`config.mk`:
```
export PLATFORM = sky130hd
export DESIGN_NAME = rot_swap_unit
export DESIGN_NICKNAME = d
export VERILOG_FILES = /design/src/rtl/rsu_pkg.sv /design/src/rtl/rsu_amt_sel.sv /design/src/rtl/rsu_rotr.sv /design/src/rtl/rsu_perm.sv /design/src/rtl/rot_swap_unit.sv
export SDC_FILE = /design/constraint.sdc
export NUM_CORES = 1
export LEC_CHECK = 0
export BUFFER_PORTS_ARGS = -buffer_cell sky130_fd_sc_hd__buf_2
export CAP_MARGIN = 15
export CORE_ASPECT_RATIO = 0.9
export CORE_UTILIZATION = 59
export DETAILED_ROUTE_END_ITERATION = 10
export PLACE_DENSITY = 0.8
export SYNTH_ARGS = -nofsm -noshare
export SYNTH_HDL_FRONTEND = slang
export SYNTH_HIERARCHICAL = 1
export SYNTH_SLANG_ARGS = --single-unit
```
`constraint.sdc`:
```
create_clock -name clk -period 3.5 [get_ports clk]
set_input_delay 0.175 -clock clk [delete_from_list [all_inputs] [get_ports clk]]
set_output_delay 0.175 -clock clk [all_outputs]
set_load 0.005 [all_outputs]
```
`src/rtl/rsu_pkg.sv`:
```
package rsu_pkg;
   typedef enum logic [2:0] {
      OP_ROT_IMM   = 3'd0,
      OP_ROT_HALF  = 3'd1,
      OP_ROT_VAR   = 3'd2,
      OP_BSWAP_W   = 3'd3,
      OP_BSWAP_D   = 3'd4,
      OP_HREV_D    = 3'd5
   } rsu_op_e;

   localparam int OP_W = 3;
endpackage

```
`src/rtl/rsu_amt_sel.sv`:
```
module rsu_amt_sel #(
   parameter int DATA_W = 64,
   parameter int IMM_W  = 5,
   localparam int AMT_W = $clog2(DATA_W)
) (
   input  logic [rsu_pkg::OP_W-1:0] op,
   input  logic [IMM_W-1:0]         imm,
   input  logic [DATA_W-1:0]        amt_reg,
   output logic [AMT_W-1:0]         amt
);
   import rsu_pkg::*;

   localparam logic [AMT_W-1:0] HALF_AMT = AMT_W'(DATA_W / 2);

   logic [AMT_W-1:0] imm_ext;
   assign imm_ext = AMT_W'(imm);

   always_comb begin
      case (op)
         OP_ROT_IMM:  amt = imm_ext;
         OP_ROT_HALF: amt = HALF_AMT + imm_ext;
         OP_ROT_VAR:  amt = amt_reg[AMT_W-1:0];
         default:     amt = '0;
      endcase
   end
endmodule

```
`src/rtl/rsu_rotr.sv`:
```
module rsu_rotr #(
   parameter int DATA_W = 64,
   parameter bit LOG_BARREL = 1'b1,
   localparam int AMT_W = $clog2(DATA_W)
) (
   input  logic [DATA_W-1:0] din,
   input  logic [AMT_W-1:0]  amt,
   output logic [DATA_W-1:0] dout
);
   generate
      if (LOG_BARREL) begin : g_log
         logic [DATA_W-1:0] stg [AMT_W+1];
         assign stg[0] = din;
         for (genvar s = 0; s < AMT_W; s++) begin : g_stage
            localparam int SH = 1 << s;
            assign stg[s+1] = amt[s] ? {stg[s][SH-1:0], stg[s][DATA_W-1:SH]}
                                     : stg[s];
         end
         assign dout = stg[AMT_W];
      end else begin : g_flat
         logic [2*DATA_W-1:0] dbl;
         assign dbl  = {din, din} >> amt;
         assign dout = dbl[DATA_W-1:0];
      end
   endgenerate
endmodule

```
`src/rtl/rsu_perm.sv`:
```
module rsu_perm #(
   parameter int DATA_W = 64
) (
   input  logic [DATA_W-1:0] din,
   output logic [DATA_W-1:0] bsw_word,
   output logic [DATA_W-1:0] bsw_full,
   output logic [DATA_W-1:0] hw_rev
);
   localparam int NH = DATA_W / 16;

   generate
      for (genvar h = 0; h < NH; h++) begin : g_half
         assign bsw_full[16*h +: 16] = {din[16*h +: 8], din[16*h+8 +: 8]};
         assign hw_rev[16*h +: 16]   = din[16*(NH-1-h) +: 16];
      end
   endgenerate

   assign bsw_word = {{(DATA_W-32){bsw_full[31]}}, bsw_full[31:0]};
endmodule

```
`src/rtl/rot_swap_unit.sv`:
```
module rot_swap_unit #(
   parameter int DATA_W     = 64,
   parameter int IMM_W      = 5,
   parameter bit LOG_BARREL = 1'b1
) (
   input  logic                     clk,
   input  logic                     rst,
   input  logic                     in_valid,
   input  logic [rsu_pkg::OP_W-1:0] op_sel,
   input  logic [DATA_W-1:0]        src_a,
   input  logic [DATA_W-1:0]        shamt_b,
   input  logic [IMM_W-1:0]         imm_sh,
   output logic [DATA_W-1:0]        res_out,
   output logic                     res_valid
);
   import rsu_pkg::*;

   localparam int AMT_W = $clog2(DATA_W);

   generate
      if (DATA_W < 64 || (1 << AMT_W) != DATA_W) begin : g_bad_width
         $error("DATA_W must be a power of two of at least 64");
      end
      if (IMM_W >= AMT_W) begin : g_bad_imm
         $error("IMM_W must be narrower than the rotate amount");
      end
   endgenerate

   logic [AMT_W-1:0]  amt;
   logic [DATA_W-1:0] rot_res;
   logic [DATA_W-1:0] bsw_w_res;
   logic [DATA_W-1:0] bsw_d_res;
   logic [DATA_W-1:0] hrev_res;
   logic [DATA_W-1:0] nxt_res;

   rsu_amt_sel #(.DATA_W(DATA_W), .IMM_W(IMM_W)) amt_i (
      .op      (op_sel),
      .imm     (imm_sh),
      .amt_reg (shamt_b),
      .amt     (amt)
   );

   rsu_rotr #(.DATA_W(DATA_W), .LOG_BARREL(LOG_BARREL)) rot_i (
      .din  (src_a),
      .amt  (amt),
      .dout (rot_res)
   );

   rsu_perm #(.DATA_W(DATA_W)) perm_i (
      .din      (src_a),
      .bsw_word (bsw_w_res),
      .bsw_full (bsw_d_res),
      .hw_rev   (hrev_res)
   );

   always_comb begin
      case (op_sel)
         OP_ROT_IMM, OP_ROT_HALF, OP_ROT_VAR: nxt_res = rot_res;
         OP_BSWAP_W:                          nxt_res = bsw_w_res;
         OP_BSWAP_D:                          nxt_res = bsw_d_res;
         OP_HREV_D:                           nxt_res = hrev_res;
         default:                             nxt_res = '0;
      endcase
   end

   always_ff @(posedge clk) begin
      if (rst) begin
         res_out   <= '0;
         res_valid <= 1'b0;
      end else begin
         res_valid <= in_valid;
         if (in_valid) res_out <= nxt_res;
      end
   end
endmodule

```
-- Word-level counts from Yosys, hierarchy flattened
Cells that the tools add are included.
- $add $sub $neg: 1
- $mul: 0
- div/mod/pow operators: 0
- $lt $le $gt $ge: 0
- equal/unequal tests: 5
- shift operators: 0
- multiplexer cells: 8
- bitwise logic cells: 0
- reductions and logical operators: 2
- operators with widths (operator ; count):
    $mux W64 ; 6
    $pmux W64 S4 ; 1
    $pmux W6 S3 ; 1
    $add A6 B5 Y6 const A ; 1
    $eq A3 B2 Y1 const B ; 2
    $eq A3 B3 Y1 const B ; 2
    $eq A3 B1 Y1 const B ; 1
    $logic_not A3 Y1 ; 1
    $reduce_or A3 Y1 ; 1
- register bits: 65
- latch bits: 0
- bits in writable memories: 0
- memory bits (read-only): 0
- bits of input ports: 139
- output and inout port bits: 65
- logic and storage cells: 18
- memories: 0

-- Longest topological paths before layout
- depth after elaboration: 9
- mapped depth: 11
- depth with buffers taken out: 8

-- Cells and area by module
Netlist, hierarchy kept.
- modules (own cells, without submodules) (module ; instances ; cells an instance ; area an instance (um^2) ; seq. area each (um^2)):
    rot_swap_unit ; 1 ; 650 ; 5535.3 ; 1301.2
    rsu_rotr ; 1 ; 234 ; 4608.2 ; 0.0
    rsu_perm ; 1 ; 192 ; 1441.4 ; 0.0
    rsu_amt_sel ; 1 ; 10 ; 93.8 ; 0.0

-- Worst setup path before layout
OpenSTA, ideal clock, no wires.
- path type: input -> register
- start: in op_sel[1] (netlist name)
- end: reg res_out[47]
- setup time: 146 ps
- arrival time: 2748 ps
- data required time: 3354 ps
- setup slack: 606 ps
- stages on the path: 10
- buffers on the path: 2
- cell sequence: nor2_1 > a32o_2 > buf_4 > buf_1 > mux4_2 > mux4_2 > mux4_2 > a21boi_0 > o21bai_1 > a211oi_2
- elaborated cells between the ends (all ways): 15
- those cells by class: eq/ne (5); mux (8); reduce/logical (2)
- RTL lines (item ; RTL line ; source):
    start: declaration ; rot_swap_unit.sv:9 ; input logic [rsu_pkg::OP_W-1:0] op_sel,
    $eq A3 B2 Y1, or another cell as far along ; rsu_amt_sel.sv:19 ; case (op)
    $pmux W6 S3 * ; rsu_amt_sel.sv:19 ;
    named net amt[3] ; rot_swap_unit.sv:29 ; logic [AMT_W-1:0] amt;
    $mux W64 * (3 in a row) ; rsu_rotr.sv:16 ; assign stg[s+1] = amt[s] ? {stg[s][SH-1:0], stg[s][DATA_W-1:SH]}
    named net rot_res[47] ; rot_swap_unit.sv:30 ; logic [DATA_W-1:0] rot_res;
    $pmux W64 S4 * ; rot_swap_unit.sv:57 ; case (op_sel)
    end signal: assignment ; rot_swap_unit.sv:72 ; if (in_valid) res_out <= nxt_res;
    end: declaration ; rot_swap_unit.sv:13 ; output logic [DATA_W-1:0] res_out,
Mark *: on every way through the listed nets, which the timed path passes. The rest lies on a longest branch.
A chain may end at the register's enable or synchronous reset.

-- Final worst setup path
- start: in op_sel[1] (netlist name)
- end: reg res_out[42]
Same word-level chain as after synthesis.

==> flow_metrics.env <==
export IMPL_fmax_mhz=309.4
export IMPL_synth_area_leader_cell="mux4_2"
export IMPL_period_share=0.9233
export IMPL_setup_viol=0
export IMPL_synthMuxAreaShare=0.4329
export IMPL_dieArea_sq_um=20360
export IMPL_drtIter0Drc=1244
export IMPL_post_cts_resized=0
export IMPL_cts_root_buf="clkbuf_16"
export IMPL_tritoncts="built"
export IMPL_antenna_left=0
export IMPL_fin_skew_ns=0
export IMPL_num_antenna_cells=0
export IMPL_synth_ff_type="dfxtp_1"
export IMPL_critPathLaunchType="primary input"
export IMPL_final_nets=1125
export IMPL_holdPathEnd="res_out[57]"
export IMPL_synthAdderAreaFrac=0
export IMPL_grt_pass1_vias=8365
export IMPL_worstRegToRegCells=3
export IMPL_synth_area_top_cells="mux4_2 36%, buf_4 13%, dfxtp_1 11%"
export IMPL_cts_buffers=9
export IMPL_clock_path_buffers=2
export IMPL_cp_end_kind="flop"
export IMPL_status="complete, no violations"
export IMPL_ys_types=26
export IMPL_reg2reg_from="res_out[62]"
export IMPL_postRouteWirelength_um=39880
export IMPL_synth_top_family_by_area="multiplexers"
export IMPL_track_usage=0.4009
export IMPL_tightestPinTransition_ns=1.033
export IMPL_hold_viol=0
export IMPL_rsz0062_at_grt="no"
export IMPL_cts_setup_buffers=0
export IMPL_drt_pre_antenna_iters=5
export IMPL_clkTransAtPathRegs_ns=0.06
export IMPL_slew_violations=0
export IMPL_start_util=0.6058
export IMPL_ir_worst_vdd_mv=0.2652
export IMPL_yosys_area_top_type_share=0.3645
export IMPL_dpl_cell_area_sq_um=11230
export IMPL_drv_cap=0
export IMPL_setup_tns_ns=0
export IMPL_r2r_end="res_out[62]"
export IMPL_p_per_area_nw_per_um2=337.9
export IMPL_synth_area_per_cell_sq_um=10.75
export IMPL_cp_max_fo=32
export IMPL_antenna_found_initial=2
export IMPL_synth_edf_count=0
export IMPL_coreArea_sq_um=19280
export IMPL_insertion_delay_ns=0.36
export IMPL_die_h_um=135.5
export IMPL_hp_start="op_sel[1]"
export IMPL_synth_area_sq_um=11680
export IMPL_synthesis_nets=1225
export IMPL_cp_required_ns=3.69
export IMPL_synth_seq_area_share=0.1114
export IMPL_holdBufCountCts=0
export IMPL_hpwl_um=29450
export IMPL_via_per_inst=7.444
export IMPL_htree_levels=3
export IMPL_slew_headroom=0.3115
export IMPL_synth_xor_area_share=0
export IMPL_vias=9238
export IMPL_min_path_type="in -> reg"
export IMPL_wl_per_cell_um=32.14
export IMPL_place_congestion=1.026
export IMPL_stdcell_area_sq_um=11570
export IMPL_area_growth_pct=-0.9213
export IMPL_cts_sinks=65
export IMPL_drcViolationCount=0
export IMPL_yosys_area_share_simple=0.09492
export IMPL_ys_warn_count=6
export IMPL_ys_seq_elements=65
export IMPL_design_portCount=204
export IMPL_p_leak_uw=0.004291
export IMPL_ff2ff_setup_slack_ns=2.50
export IMPL_row_count=48
export IMPL_async_flop_share=0
export IMPL_grt_pass1_wl_um=57550
export IMPL_port_buffers=145
export IMPL_whs_path_depth=4
export IMPL_die_x_um=150.3
export IMPL_final_min_clock_period_ns=3.232
export IMPL_critPathKind="in -> reg"
export IMPL_layout_drive_gt1_share=0.4763
export IMPL_grt_max_degree=193
export IMPL_overflow=0
export IMPL_synth_compound_area_frac=0.1836
export IMPL_syn_inst=1086
export IMPL_cp_data_arrival_time_ns=3.42
## worst max-delay path, cell delays in order
cell and delay [ns]:
buf_2 0.16, nor2b_4 0.20, buf_4 0.15, a32o_2 0.20, buf_12 0.19, buf_12 0.23, mux4_2 0.38, mux4_2 0.64
mux4_2 0.58, a21boi_0 0.16, o21bai_1 0.24, a211oi_2 0.10
## routing by layer
metal  vias to the layer above  routed length, um  part of all wire  GRT usage
met2                       655              16880              0.42     0.5666
met3                        99               5741              0.14     0.1714
met4                         2               1302             0.033     0.1223
met1                      4646              15950              0.40     0.5534
li1                       3836                  -                 -          -
met5                         -                  9           0.00023          0
## cell families after synthesis
group,count (synthesis)
muxes,256
and+or+nand+nor,197
buffers and inverters,305
DFF,65
AOI/OAI and AO/OA,263
## final cells by class
| type | instances | area (sq um) |
|---|---|---|
| multi-input combinational | 716 | 8367 |
| fill | 1572 | 7707 |
| sequential | 65 | 1301 |
| timing repair buffer | 193 | 1241 |
| tap | 250 | 312.8 |
| clock buffer | 11 | 242.7 |
| clock inverter | 5 | 102.6 |
| inverter | 1 | 3.754 |
## worst max-delay path by stage
stage | depth (start not counted) | end | slack [ns] | start
after floorplan | 10 | res_out[47] | 0.61 | op_sel[1]
after global placement | 10 | res_out[19] | 0.01 | op_sel[1]
after detailed placement | 12 | res_out[42] | -0.02 | op_sel[1]
after CTS | 12 | res_out[42] | 0.33 | op_sel[1]
after global routing | 12 | res_out[42] | 0.19 | op_sel[1]
final | 12 | res_out[42] | 0.27 | op_sel[1]
## Yosys cell counts, types with 2 or more instances
cell,instances
a211oi_1,2
nor2b_1,42
a21boi_0,60
mux2_2,4
buf_4,200
dfxtp_1,65
mux4_2,189
clkbuf_1,51
a21boi_1,5
buf_2,25
buf_1,15
nor2_1,65
o21bai_1,64
a21oi_1,64
buf_12,5
buf_6,8
and3_1,64
and2b_1,24
mux4_1,3
mux2_1,60
a211oi_2,62
a32o_2,5
## report_power, final
part / total (uW) / leakage, uW / internal, uW / switching (uW)
combinational: 2000 / 0.00360 / 912 / 1080
sequential: 798 / 0.000530 / 780 / 17.8
clock: 1120 / 0.000166 / 716 / 400
total: 3910 / 0.00429 / 2410 / 1500
## state kept, by name, indices dropped and copies added, names as in the netlist
register   flops
res_out       64
res_valid      1
## metrics by stage
stage          total power, uW  setup slack (ns)  cells  hold slack (ns)    util
2_1_floorplan             2239            0.6058   1086           0.4592       -
3_3_place_gp              2737           0.01304   1225           0.5543  0.5823
3_5_place_dp              2737          -0.02476   1225           0.5575  0.5823
4_1_cts                   3866            0.3297   1241           0.3923  0.6002
5_1_grt                   4022            0.1858   1241           0.4439  0.6002
6_report                  3909            0.2683   1241           0.4011  0.6002
## layout by cell type, fill, tap and decap left out, drive strengths merged
master    Yosys  routed
a32o          5       5
clkinvlp      0       1
a21boi       65      65
a31o          1       1
inv           1       1
mux2         64      64
dfxtp        65      65
nor2         65      65
and3         64      64
o21bai       64      64
clkbuf       51      11
nor3b         1       1
bufinv        0       3
buf         253     193
and2b        24      24
mux4        192     192
clkinv        0       1
nor2b        43      43
a211oi       64      64
a21oi        64      64
Note: power is estimated with default switching activity, not from simulation.
